==> config.mk <==
export PLATFORM = sky130hd
export DESIGN_NAME = dvs_ramp_seq
export DESIGN_NICKNAME = d
export VERILOG_FILES = /design/src/rtl/dvs_pkg.sv /design/src/rtl/dvs_ramp_dp.sv /design/src/rtl/dvs_ramp_ctrl.sv /design/src/rtl/dvs_ramp_seq.sv
export SDC_FILE = /design/constraint.sdc
export NUM_CORES = 1
export LEC_CHECK = 0
export ABC_AREA = 1
export CORE_ASPECT_RATIO = 0.75
export CORE_MARGIN = 8
export CORE_UTILIZATION = 60
export DETAILED_ROUTE_END_ITERATION = 7
export DONT_BUFFER_PORTS = 1
export GPL_TIMING_DRIVEN = 0
export HOLD_SLACK_MARGIN = 0.08
export PLACE_DENSITY_LB_ADDON = 0.12
export SYNTH_ARGS = -nofsm -noshare
export SYNTH_HDL_FRONTEND = slang
export SYNTH_SLANG_ARGS = --single-unit
==> constraint.sdc <==
create_clock -name clk -period 6.6 [get_ports clk]
set_input_delay 1.65 -clock clk [delete_from_list [all_inputs] [get_ports clk]]
set_output_delay 1.65 -clock clk [all_outputs]
set_load 0.1 [all_outputs]
==> src/rtl/dvs_pkg.sv <==
package dvs_pkg;

  // strobes from control to datapath
  typedef struct packed {
    logic load;    // capture the written code as target
    logic snap;    // applied code jumps (to written code on load, else to target)
    logic stepUp;  // applied code + 1
    logic stepDn;  // applied code - 1
  } dpStrb_t;

  // status from datapath to control
  typedef struct packed {
    logic eq;        // applied code equals target
    logic tgtAbove;  // target above applied code
    logic wrOk;      // written code inside the channel window
  } dpStat_t;

endpackage

==> src/rtl/dvs_ramp_dp.sv <==
module dvs_ramp_dp
  import dvs_pkg::*;
#(
  parameter int CW   = 5,
  parameter int LO   = 4,
  parameter int HI   = 24,
  parameter int INIT = 8
) (
  input  logic          clk,
  input  logic          rstN,
  input  logic [CW-1:0] wrCode,
  input  dpStrb_t       strb,
  output logic [CW-1:0] cur,
  output dpStat_t       stat
);

  localparam logic [CW-1:0] LO_C   = CW'(LO);
  localparam logic [CW-1:0] HI_C   = CW'(HI);
  localparam logic [CW-1:0] INIT_C = CW'(INIT);
  localparam logic [CW-1:0] ONE    = CW'(1);

  logic [CW-1:0] tgt;

  always_comb begin
    stat.wrOk     = (wrCode >= LO_C) && (wrCode <= HI_C);
    stat.eq       = (cur == tgt);
    stat.tgtAbove = (tgt > cur);
  end

  always_ff @(posedge clk) begin
    if (!rstN) begin
      tgt <= INIT_C;
      cur <= INIT_C;
    end else begin
      if (strb.load) tgt <= wrCode;
      if (strb.snap)        cur <= strb.load ? wrCode : tgt;
      else if (strb.stepUp) cur <= cur + ONE;
      else if (strb.stepDn) cur <= cur - ONE;
    end
  end

  // applied code never leaves the window
  a_r2_in_window: assert property (@(posedge clk) disable iff (!rstN)
    (cur >= LO_C) && (cur <= HI_C));

  // without a jump, the code moves by at most one per cycle
  a_r5_single_step: assert property (@(posedge clk) disable iff (!rstN)
    (!strb.snap && !strb.load) |=>
      (cur == $past(cur) || cur == $past(cur) + ONE || cur == $past(cur) - ONE));

  // target held unless a write is accepted
  a_r3_tgt_hold: assert property (@(posedge clk) disable iff (!rstN)
    !strb.load |=> $stable(tgt));

endmodule

==> src/rtl/dvs_ramp_ctrl.sv <==
module dvs_ramp_ctrl
  import dvs_pkg::*;
#(
  parameter int DWELL = 6400
) (
  input  logic    clk,
  input  logic    rstN,
  input  logic    microStepEn,
  input  logic    wrStb,
  input  dpStat_t stat,
  output dpStrb_t strb,
  output logic    busy,
  output logic    done
);

  localparam int CNT_W = (DWELL > 1) ? $clog2(DWELL) : 1;
  localparam logic [CNT_W-1:0] LAST = CNT_W'(DWELL - 1);

  logic [CNT_W-1:0] dwellCnt;
  logic pendQ;
  logic wrAcc;
  logic tick;
  logic walk;

  always_comb begin
    wrAcc       = wrStb && stat.wrOk;
    tick        = (dwellCnt == LAST);
    walk        = microStepEn && !wrAcc && !stat.eq && tick;
    strb.load   = wrAcc;
    strb.snap   = !microStepEn && (wrAcc || !stat.eq);
    strb.stepUp = walk && stat.tgtAbove;
    strb.stepDn = walk && !stat.tgtAbove;
    busy        = !stat.eq;
    done        = pendQ && stat.eq;
  end

  always_ff @(posedge clk) begin
    if (!rstN) begin
      dwellCnt <= '0;
      pendQ    <= 1'b0;
    end else begin
      if (wrAcc || stat.eq || !microStepEn || tick) dwellCnt <= '0;
      else                                          dwellCnt <= dwellCnt + CNT_W'(1);
      if (wrAcc)     pendQ <= 1'b1;
      else if (done) pendQ <= 1'b0;
    end
  end

  // done lasts exactly one cycle
  a_r9_done_single: assert property (@(posedge clk) disable iff (!rstN)
    done |=> !done);

  // done and busy never overlap
  a_r8_done_not_busy: assert property (@(posedge clk) disable iff (!rstN)
    done |-> !busy);

  // two steps are never taken in adjacent cycles
  a_r5_no_adjacent_steps: assert property (@(posedge clk) disable iff (!rstN)
    (strb.stepUp || strb.stepDn) |=> !(strb.stepUp || strb.stepDn));

  // with stepping disabled the channel is settled one edge later
  a_r10_snap: assert property (@(posedge clk) disable iff (!rstN)
    !microStepEn |=> !busy);

endmodule

==> src/rtl/dvs_ramp_seq.sv <==
module dvs_ramp_seq
  import dvs_pkg::*;
#(
  parameter int CLK_HZ   = 200_000_000,
  parameter int DWELL_US = 32,
  parameter int CW       = 5,
  parameter int CH0_LO   = 4,
  parameter int CH0_HI   = 24,
  parameter int CH0_INIT = 8,
  parameter int CH1_LO   = 10,
  parameter int CH1_HI   = 25,
  parameter int CH1_INIT = 25
) (
  input  logic          clk,
  input  logic          rstN,
  input  logic          microStepEn,
  input  logic          wrStb0,
  input  logic [CW-1:0] wrCode0,
  input  logic          wrStb1,
  input  logic [CW-1:0] wrCode1,
  output logic [CW-1:0] code0,
  output logic          busy0,
  output logic          done0,
  output logic [CW-1:0] code1,
  output logic          busy1,
  output logic          done1
);

  // dwell length in clock cycles
  localparam longint DWELL_L = (longint'(CLK_HZ) * longint'(DWELL_US)) / 64'd1_000_000;
  localparam int     DWELL   = (DWELL_L < 2) ? 2 : int'(DWELL_L);
  localparam int     NCH     = 2;
  localparam int     LO_A   [NCH] = '{CH0_LO, CH1_LO};
  localparam int     HI_A   [NCH] = '{CH0_HI, CH1_HI};
  localparam int     INIT_A [NCH] = '{CH0_INIT, CH1_INIT};

  logic          wrStbA  [NCH];
  logic [CW-1:0] wrCodeA [NCH];
  logic [CW-1:0] codeA   [NCH];
  logic          busyA   [NCH];
  logic          doneA   [NCH];

  assign wrStbA[0]  = wrStb0;
  assign wrStbA[1]  = wrStb1;
  assign wrCodeA[0] = wrCode0;
  assign wrCodeA[1] = wrCode1;
  assign code0 = codeA[0];
  assign busy0 = busyA[0];
  assign done0 = doneA[0];
  assign code1 = codeA[1];
  assign busy1 = busyA[1];
  assign done1 = doneA[1];

  // one independent controller/datapath pair per channel
  for (genvar g = 0; g < NCH; g++) begin : g_ch
    dpStrb_t strb;
    dpStat_t stat;

    dvs_ramp_ctrl #(.DWELL(DWELL)) u_ctrl (
      .clk(clk), .rstN(rstN), .microStepEn(microStepEn),
      .wrStb(wrStbA[g]), .stat(stat), .strb(strb),
      .busy(busyA[g]), .done(doneA[g])
    );

    dvs_ramp_dp #(.CW(CW), .LO(LO_A[g]), .HI(HI_A[g]), .INIT(INIT_A[g])) u_dp (
      .clk(clk), .rstN(rstN), .wrCode(wrCodeA[g]), .strb(strb),
      .cur(codeA[g]), .stat(stat)
    );
  end

endmodule

# Word-level counts from Yosys, hierarchy flattened
# Cells that the tools add are included.
# classes
reduce_logical	39
n_eq_ne	4
mux	12
addsub	6
n_bitwise	1
magnitude_cmp	6
# op_table
op	count
$mux 5	8
$add 13x1->13 const B	2
$eq 13x13->1 const B	2
$logic_and 1x1->1	18
$add 5x1->5 const B	2
$eq 5x5->1	2
$gt 5x5->1	2
$le 5x5->1 const B	2
$sub 5x1->5 const B	2
$logic_or 1x1->1	8
$logic_not 1->1	7
$reduce_bool 3->1	2
$ge 5x3->1 const B	1
$ge 5x4->1 const B	1
$mux 1	4
$reduce_bool 2->1	2
$reduce_or 2->1	2
$not 1->1	1
# word_totals
output_inout_bits	14
inputBits	15
word_cells	76
regBits	48

# Logic depth before layout (Yosys ltp)
# Gate-level depths: netlist of run 1.
# depth
word_depth	11
mapped_depth	20
mapped_depth_nobuf	20

# By module
# From an unflattened synthesis of run 1, not the netlist that was laid out.
# hier_totals
hier_cells	454
area_unflattened_um2	3086.7
# by_module_without_submodules
module	area_each_um2	instances	cells_each	seq_area_each_um2
dvs_ramp_ctrl	788.3	2	113	280.3
dvs_ramp_dp at g_ch[0].u_dp	760.7	1	113	200.2
dvs_ramp_dp at g_ch[1].u_dp	749.5	1	115	200.2

# Worst setup path before layout of run 1
# OpenSTA, ideal clock, no wires.
# synth_timing
path_kind	register to output
startpoint	register g_ch[1].u_dp.cur[1]
endpoint	output done1
stages_incl_launch_ff	7
required_ns	4.950
path_buffers	0
arrival_time_ns	3.765
setup_slack_ns	1.185
path_cell_list	dfxtp_1 > inv_1 > ha_1 > nand2_1 > nor2_2 > nand2_1 > nor2_1
# synth_between
elab_chain_cells	2
# synth_lines
element	line	source
start: declaration	dvs_ramp_dp.sv:13	output logic [CW-1:0] cur,
start signal: assignment	dvs_ramp_dp.sv:36	if (strb.snap) cur <= strb.load ? wrCode : tgt;
start signal: assignment	dvs_ramp_dp.sv:37	else if (strb.stepUp) cur <= cur + ONE;
start signal: assignment	dvs_ramp_dp.sv:38	else if (strb.stepDn) cur <= cur - ONE;
$eq 5x5->1	dvs_ramp_dp.sv:26	stat.eq = (cur == tgt);
$logic_and 1x1->1	dvs_ramp_ctrl.sv:34	done = pendQ && stat.eq;
end: declaration	dvs_ramp_seq.sv:26	output logic done1
# No other way between the ends.

# Worst setup path in the final report of run 1
# Ends and elaborated chain as after synthesis.

==> metrics.txt, run 1 <==
grt met1 use=22.3%; Cell Rows=22; setup repair bufs after CTS=0; vias in the first global route=2210; WP data arrival=3840 ps; Seq. cell area=961 sq um; CP Cell Sequence=inv_1 -> ha_1 -> nand2_1 -> nor2_2 -> nand2_1 -> nor2_2; fin worst setup slack=1110 ps; Async SR Flop Fraction=0%; WS Path Type=register to output port; FILL cells=446; GRT met2 Usage=24.8%; GRT busiest layer=met2; first-pass GRT wire length=9890 microns; Post-synth EDFFs=0; Hold/Removal Path Class=register to register; Synth area leaders=dfxtp_1 33%, nand2_1 12%, inv_1 7.9%; Crit. End Element=output port; Inst Count DP=464; Residual DRC=0; worst r2r path cells=19; CTS tree=yes; largest net degree at the start of global routing=17; Max Slew Vio Count=0; final hold slack=470 ps; max-cap violation count=0; initial antenna violation count=0; setup TNS=0 ps; Port Buf Inserts=0; CTS Sinks=48; cell accounting for the most synthesized area=dfxtp_1; Yosys top cell area share=33.1%; CTS Root Cell=clkbuf_8; die width=96.3 microns; Worst R2R Start=g_ch[0].u_dp.cur[4]; vias post-DR=2412; RSZ-0062 raised after global routing=no; mean post-synth cell area=7.19 sq um; synth unique cells=40; CTS clk-pin slew, worst paths=100 ps; most frequent cells after synthesis=91 x nand2_1, 61 x inv_1, 48 x dfxtp_1, 41 x nor2_1, 23 x nand3_1; Syn Inst Count=404; routed wire length=5720 microns; Layout Utilization=64.7%; final setup fails=0; peak supply drop=0.000178 V; slowest stage delay, CP=1100 ps; status=completed; Slew @ Worst Pin=1120 ps; Num CTS Buffers=5; period utilisation layout=83.2%; Place WS=1440 ps; Seq/Total Area, Yosys=33.1%; r2r setup slk=2710 ps; required time worst endpoint=4950 ps; count leader, synth=nand2_1; Mapped Area=0.00290 sq mm; hold buffer count at CTS=0; core area=0.00479 sq mm; Yosys reg bits=48; prevailing post-synth register cell=dfxtp_1; Initial Util=60.6%; global placer's final weighted congestion=0.824; Layout area overhead=6.76%; reg2reg end=g_ch[0].u_dp.cur[4]; final hold violations=0; Max Buffers Root-to-Sink=2; WL/cell=12.1 microns; total track usage=16.4%; final HPWL from detailed placement=4420 microns; static leakage=1.35 nW; initial drt markers=110; post-layout min period=5490 ps; Slew HR=25.1%; Vert. Die Dim=76.3 microns; via density per instance=5.11; post-CTS sizing=0; Final ANT Viol Nets=0; fin cells=472; Nets=446; total congestion overflow=0; Startpoint Class=register; Clock Latency Late Sink=300 ps; H-tree levels=2; worst hold endpoint=g_ch[0].u_ctrl.dwellCnt[0]; Crit-path slowest cell=nor2_2; final setup skew=2.76 ps; Hold Path Origin=g_ch[0].u_ctrl.dwellCnt[0]; Hold Path Stages=1; crit path max fanout=4; share of cells above drive strength 1=14.1%; syn_nets=439; drt first pass iters=4; # diodes=0; I/O pins=29; Die Area=0.00735 sq mm; met3 Resource Use GR=4.43%; power density over cell area=253 mW/mm^2; area of the multi-input gates=0.00166 sq mm; fmax=0.182 GHz; yosys warns=0
[power by group]
group / internal (mW) / switching [mW]
logic: 0.0567 / 0.129
registers: 0.304 / 0.0718
clock network: 0.114 / 0.108
total: 0.475 / 0.309
[final cells by class]
| cell class | count | area share [%] |
|---|---|---|
| multi-input cells | 284 | 53.6 |
| flip-flops and latches | 48 | 31.0 |
| inverters | 66 | 8.03 |
| well taps | 60 | 2.42 |
| clock buffers | 5 | 2.22 |
| clock inverters | 3 | 1.53 |
| plain buffers | 6 | 1.21 |
[logic make-up after synthesis]
group	Yosys count	synth area share, %
buf+inv	72	9.87
flops	48	33.1
xor+xnor	9	2.71
compound gates	47	9.44
fa+ha+maj	20	9.13
simple gates	208	35.8
[layout by cell type, fill, tap and decap left out, types with 2 or more instances in the layout]
| cell | instances |
|---|---|
| a21oi_1 | 18 |
| a21oi_2 | 8 |
| buf_2 | 3 |
| clkbuf_8 | 5 |
| clkinv_4 | 2 |
| dfxtp_1 | 48 |
| fa_1 | 2 |
| ha_1 | 18 |
| inv_1 | 61 |
| inv_2 | 3 |
| nand2_1 | 91 |
| nand2_2 | 7 |
| nand3_1 | 23 |
| nand3_4 | 2 |
| nand4_1 | 8 |
| nand4_2 | 3 |
| nor2_1 | 39 |
| nor2_2 | 8 |
| nor2_4 | 7 |
| nor3_1 | 5 |
| nor4_1 | 2 |
| o21ai_0 | 7 |
| o21ai_1 | 10 |
| or2_1 | 6 |
| xnor2_1 | 4 |
| xor2_1 | 5 |
[metrics by stage]
| stage | power, mW | instance area, sq um |
|---|---|---|
| floorplan | 0.535 | 2900 |
| detailed placement | 0.567 | 2980 |
| CTS | 0.790 | 3100 |
| global route | 0.827 | 3100 |
| global placement | 0.562 | 2980 |
| finish | 0.784 | 3100 |
[worst max path at each step]
stage	from	endpoint	slack, ps	cells after the start
6_report	g_ch[1].u_dp.cur[1]	done1	1110	6
5_1_grt	g_ch[1].u_dp.cur[4]	done1	970	6
4_1_cts	g_ch[1].u_dp.cur[1]	done1	1070	6
3_5_place_dp	g_ch[1].u_dp.cur[1]	done1	1440	6
3_3_place_gp	g_ch[1].u_dp.cur[4]	done1	1000	6
2_1_floorplan	g_ch[1].u_dp.cur[1]	done1	1180	6
[metal layers]
| layer | part of all wire (%) | routed length [microns] | vias to the layer above |
|---|---|---|---|
| met2 | 44 | 2550 | 36 |
| met4 | 0.47 | 27 | 0 |
| li1 | - | - | 1293 |
| met1 | 51 | 2890 | 1081 |
| met5 | 0 | 0 | - |
| met3 | 4.5 | 257 | 2 |
[worst max-delay path, delay by kind of cell, from the launching register on]
kind          cells  cell delay (ps)
fa+ha+maj         1              350
flops             1             1030
simple gates      4             1920
buf+inv           1              220
[sequential cells by signal (all words and copies together) (netlist names)]
name / cells
g_ch.u_ctrl.pendQ: 2
g_ch.u_dp.cur: 10
g_ch.u_ctrl.dwellCnt: 26
g_ch.u_dp.tgt: 10
Power figures use the tool's default switching activity.
==> run 2: changes to the inputs <==
ABC_AREA = 0   (was 1)
CORE_UTILIZATION = 57   (was 60)
clock period = 4.9 ns   (was 6.6 ns; I/O delays follow)
==> run 2 against run 1 <==
Compared with the run above: clock skew is 0.70 ps higher; register-to-register slack worse by 2500 ps; largest cell class unchanged; critical endpoint is now g_ch[0].u_dp.cur[4]; sequential power is 38% higher; die area is 1.4% lower; highest routed layer unchanged.
==> metrics.txt, run 2 <==
status=completed; WP data arrival=4830 ps; crit path max fanout=10; Largest Register=g_ch.u_ctrl.dwellCnt; initial drt markers=60; Yosys top cell area share=35.4%; Residual DRC=0; top flop regs=g_ch.u_ctrl.dwellCnt (26), g_ch.u_dp.cur (10), g_ch.u_dp.tgt (10); Slew HR=26.4%; worst r2r path cells=17; Layout Utilization=63.9%; count leader, synth=dfxtp_1; CTS Root Cell=clkbuf_8; Final ANT Viol Nets=0; syn_nets=343; Clock Latency Late Sink=290 ps; fmax=0.216 GHz; final HPWL from detailed placement=4180 microns; core area=0.00452 sq mm; most frequent cells in the layout=43 x dfxtp_1, 34 x nor2_1, 25 x nand2_1, 24 x inv_1, 18 x ha_1; Worst Setup SP=g_ch[0].u_dp.cur[2]; cell accounting for the most synthesized area=dfxtp_1; via density per instance=5.65; H-tree levels=2; Syn Inst Count=308; Synth area leaders=dfxtp_1 35%, ha_1 8.3%, xnor2_1 5.2%; RSZ-0062 raised after global routing=no; Inst Count DP=365; drt first pass iters=4; Initial Util=60.0%; Place WS=-118 ps; Startpoint Class=register; static leakage=1.16 nW; WS Path Type=register to register; Hold Path Origin=g_ch[1].u_ctrl.dwellCnt[0]; required time worst endpoint=5090 ps; Mapped Area=0.00271 sq mm; fin cells=373; total congestion overflow=0; WL/cell=14.5 microns; yosys warns=0; period utilisation layout=94.7%; Yosys reg bits=48; CTS tree=yes; Async SR Flop Fraction=0%; final hold violations=0; vias in the first global route=1972; Hold Path Stages=1; final setup fails=0; peak supply drop=0.000229 V; CTS clk-pin slew, worst paths=90 ps; max-cap violation count=0; first-pass GRT wire length=9160 microns; Max Slew Vio Count=0; synth unique cells=52; Port Buf Inserts=0; Slew @ Worst Pin=1100 ps; Largest register FFs=26; mean post-synth cell area=8.81 sq um; initial antenna violation count=0; post-layout min period=4640 ps; CTS Sinks=48; Crit. End Element=register; power density over cell area=360 mW/mm^2; prevailing post-synth register cell=dfxtp_1; Num CTS Buffers=5; final setup skew=3.46 ps; die width=95.7 microns; Hold/Removal Path Class=register to register; largest net degree at the start of global routing=16; global placer's final weighted congestion=0.787; Vert. Die Dim=75.7 microns; FILL cells=395; most common cell after layout, fill and taps aside=dfxtp_1; routed wire length=5430 microns; # diodes=0; Layout area overhead=6.41%; vias post-DR=2106; Worst R2R Start=g_ch[0].u_dp.cur[2]; share of cells above drive strength 1=9.49%; fin worst setup slack=260 ps; hold buffer count at CTS=0; Seq/Total Area, Yosys=35.4%; Nets=350; most frequent cells after synthesis=48 x dfxtp_1, 34 x nor2_1, 25 x nand2_1, 24 x inv_1, 18 x ha_1; Cell Rows=21; Post-synth EDFFs=0; total track usage=15.7%; Max Buffers Root-to-Sink=2; Die Area=0.00725 sq mm; I/O pins=29
[run 2: cell count changes in the layout (fill, tap and decap cells not counted), moves of 8 or more]
cell     before  now
a21oi_2       8    0
nor2_2        8    0
xnor2_1       4   16
inv_1        61   24
o21ai_1      10    0
nand2_1      91   25
and3_1        0    8
xor2_1        5   14
[run 2: area by class of cell]
cell class	count	area, sq um	share of cell area (%)
buffer	10	86.3	2.99
clock buffer	6	82.6	2.86
clock inverter	2	13.8	0.477
inverter	24	90.1	3.12
multi-input combinational	226	1580	54.6
sequential	48	967	33.5
tap	57	71.3	2.47
[run 2: per-layer routing]
layer	vias up	wire length (microns)	GRT usage, %
li1	1078	-	-
met1	991	2680	20.0
met2	33	2410	25.9
met3	4	309	4.82
met4	0	27	2.89
met5	-	0	0
[run 2: timing repair]
item / CTS / global route
pin swaps: 0 / 0
gates resized for setup: 3 / 2
setup buffers: 0 / 0
setup endpoints to repair: 1 / 1
[run 2: through the flow]
stage | total power [mW] | hold WS, ps | cell area (sq um) | TNS [ps]
final | 1.04 | 453 | 2890 | 0
after global routing | 1.10 | 484 | 2890 | 0
after CTS | 1.05 | 455 | 2880 | 0
after detailed placement | 0.798 | 441 | 2780 | -118
after global placement | 0.792 | 433 | 2780 | -69.6
after floorplan | 0.751 | 418 | 2710 | 0
[run 2: final timing paths]
kind / to / slack (ps)
worst max-delay path: g_ch[0].u_dp.cur[4] / 260
worst min-delay path: g_ch[1].u_ctrl.dwellCnt[0] / 450
worst max register to register: g_ch[0].u_dp.cur[4] / 260
worst min register to register: g_ch[1].u_ctrl.dwellCnt[0] / 450
[run 2: critical path: stages (launching register included)]
cell and delay [ps]:
dfxtp_2 690, inv_1 120, ha_1 330, and3_1 200, and3_1 180, clkbuf_1 160
inv_1 670, and3_1 310, nor2b_1 130, buf_2 230, nand2_1 170, ha_1 350
nor2b_1 150, o21ai_0 170, nand2b_1 120, xor2_1 140, a211oi_1 80, a311o_1 310
[run 2: cells by family (layout without fill, tap and decap cells)]
| logic type | Yosys count | count (layout) | synth area share (%) |
|---|---|---|---|
| and+or+nand+nor | 118 | 118 | 22.0 |
| AOI/OAI and AO/OA | 53 | 53 | 14.5 |
| DFF | 48 | 48 | 35.4 |
| buffers and inverters | 34 | 42 | 6.50 |
| xor gates and xnor gates | 31 | 31 | 10.3 |
| adders and majority gates | 20 | 20 | 9.78 |
| muxes | 4 | 4 | 1.48 |
[run 2: power by group]
group	internal (mW)	switching (mW)	total [mW]
sequential	0.413	0.107	0.520
combinational	0.105	0.166	0.271
clock	0.116	0.134	0.249
==> run 3: changes to the inputs <==
ABC_AREA = 1   (was 0)
==> run 3 against run 2 <==
Compared with the run above: worst setup slack worse by 96 ps; register-to-register slack improved by 710 ps; critical path depth decreased by 11; combinational power shrank 7.4%; sequential cell count is the same; critical endpoint is now done1.
==> metrics.txt, run 3 (synthesis gave the netlist of run 1 again) <==
CP Cell Sequence=inv_1 -> ha_1 -> nand2_1 -> nor2_2 -> nand2_1 -> nor2_4; final setup fails=0; share of cells above drive strength 1=14.1%; static leakage=1.34 nW; first-pass GRT wire length=10000 microns; Largest Register=g_ch.u_ctrl.dwellCnt; Residual DRC=0; drt first pass iters=4; Num CTS Buffers=5; # diodes=0; Port Buf Inserts=0; status=completed; crit path max fanout=4; via density per instance=5.08; max-cap violation count=0; vias post-DR=2393; Initial Util=59.3%; Cell Rows=22; CTS Sinks=48; FILL cells=459; largest net degree at the start of global routing=14; Internal Dissipation=613 uW; Layout area overhead=6.29%; initial antenna violation count=0; Hold/Removal Path Class=register to register; Nets=446; I/O pins=29; most frequent cells in the layout=91 x nand2_1, 61 x inv_1, 47 x dfxtp_1, 39 x nor2_1, 23 x nand3_1; WP data arrival=3510 ps; total track usage=15.7%; peak supply drop=0.000222 V; post-layout min period=4740 ps; WL/cell=12.4 microns; r2r setup slk=970 ps; RSZ-0062 raised after global routing=no; period utilisation layout=96.7%; fmax=0.211 GHz; Final ANT Viol Nets=0; top flop regs=g_ch.u_ctrl.dwellCnt (26), g_ch.u_dp.cur (10), g_ch.u_dp.tgt (10); most common cell after layout, fill and taps aside=nand2_1; required time worst endpoint=3670 ps; CTS clk-pin slew, worst paths=90 ps; global placer's final weighted congestion=0.803; Max Slew Vio Count=0; initial drt markers=108; final HPWL from detailed placement=4560 microns; H-tree levels=2; Max Buffers Root-to-Sink=2; Largest register FFs=26; Clk pwr share=25.5%; routed wire length=5860 microns; setup repair bufs after CTS=0; Slew @ Worst Pin=1150 ps; final hold slack=469 ps; Clock Latency Late Sink=300 ps; slowest stage delay, CP=1020 ps; Crit. End Element=output port; power density over cell area=330 mW/mm^2; Slew HR=23.3%; sw frac=39.8%; final hold violations=0; vias in the first global route=2244; WS Path Type=register to output port; Crit-path slowest cell=dfxtp_1; Flop pwr share=49.9%; Net Sw Power=405 uW; final setup skew=4.71 ps; setup TNS=0 ps; CTS tree=yes; cell mode on critical path=nand2_1; CTS Root Cell=clkbuf_8; die width=98.4 microns; Gate power share=24.7%; Die Area=0.00766 sq mm; total congestion overflow=0; Vert. Die Dim=77.8 microns; core area=0.00490 sq mm; Startpoint Class=register
run 3: changes by cell type in the layout (fill, tap and decap cells not counted), moves of 7 or more:
| cell | delta |
|---|---|
| nand2_1 | +66 |
| nor2_2 | +7 |
| nand2_2 | +7 |
| nand3_1 | +7 |
| o21ai_1 | +10 |
| inv_1 | +37 |
| xnor2_1 | -12 |
| nor2b_1 | -7 |
| a21oi_2 | +8 |
| and3_1 | -8 |
| xor2_1 | -9 |
| nor2_4 | +8 |
run 3: stage by stage:
stage / power (mW) / worst slack (ps) / utilization, % / instance area, sq um / instances
5_1_grt: 1.08 / 16.2 / 63.0 / 3090 / 471
3_5_place_dp: 0.765 / 154 / 60.9 / 2980 / 464
4_1_cts: 1.03 / 89.9 / 63.0 / 3090 / 471
3_3_place_gp: 0.758 / 55.9 / 60.9 / 2980 / 464
6_report: 1.02 / 164 / 63.0 / 3090 / 471
2_1_floorplan: 0.722 / 251 / - / 2910 / 404
run 3: routing by layer:
metal / track usage (%) / up-vias / part of all wire [%]
li1: - / 1292 / -
met1: 19.5 / 1063 / 50
met2: 25.3 / 33 / 44
met3: 4.46 / 5 / 4.6
met4: 6.26 / 0 / 1.1
met5: 0 / - / 0
run 3: worst paths after layout:
| path | from | to | cells past startpoint |
|---|---|---|---|
| setup / recovery | g_ch[1].u_dp.cur[1] | done1 | 6 |
| hold / removal | g_ch[0].u_ctrl.dwellCnt[0] | g_ch[0].u_ctrl.dwellCnt[0] | 1 |
| setup reg to reg | g_ch[0].u_dp.cur[4] | g_ch[0].u_dp.cur[4] | 19 |
| hold reg to reg | g_ch[0].u_ctrl.dwellCnt[0] | g_ch[0].u_ctrl.dwellCnt[0] | 1 |
run 3: cell type report:
class | instances | area [sq um] | area share (%)
buffer | 6 | 37.5 | 1.22
inverter | 66 | 249 | 8.07
sequential | 48 | 962 | 31.2
multi-input combinational | 284 | 1670 | 54.0
clock buffer | 7 | 96.3 | 3.12
tap | 60 | 75.1 | 2.43
run 3: worst max-delay path, delay by kind of cell, from the launching register on:
family | cells | cell delay (ps)
simple gates | 4 | 1620
flops | 1 | 1020
fa+ha+maj | 1 | 350
buf+inv | 1 | 220
run 3: power by group through the flow:
stage / clock, mW / combinational (mW) / sequential (mW)
6_report: 0.259 / 0.251 / 0.507
4_1_cts: 0.267 / 0.252 / 0.507
5_1_grt: 0.283 / 0.283 / 0.510
3_3_place_gp: 0 / 0.242 / 0.516
3_5_place_dp: 0 / 0.249 / 0.516
2_1_floorplan: 0 / 0.213 / 0.509
run 3: what timing repair did:
action                     4_1_cts  5_1_grt
hold buffers                     0        0
gates resized for setup          1        1
setup endpoints to repair        1        1
pin swaps                        0        1
hold endpoints to repair         0        0
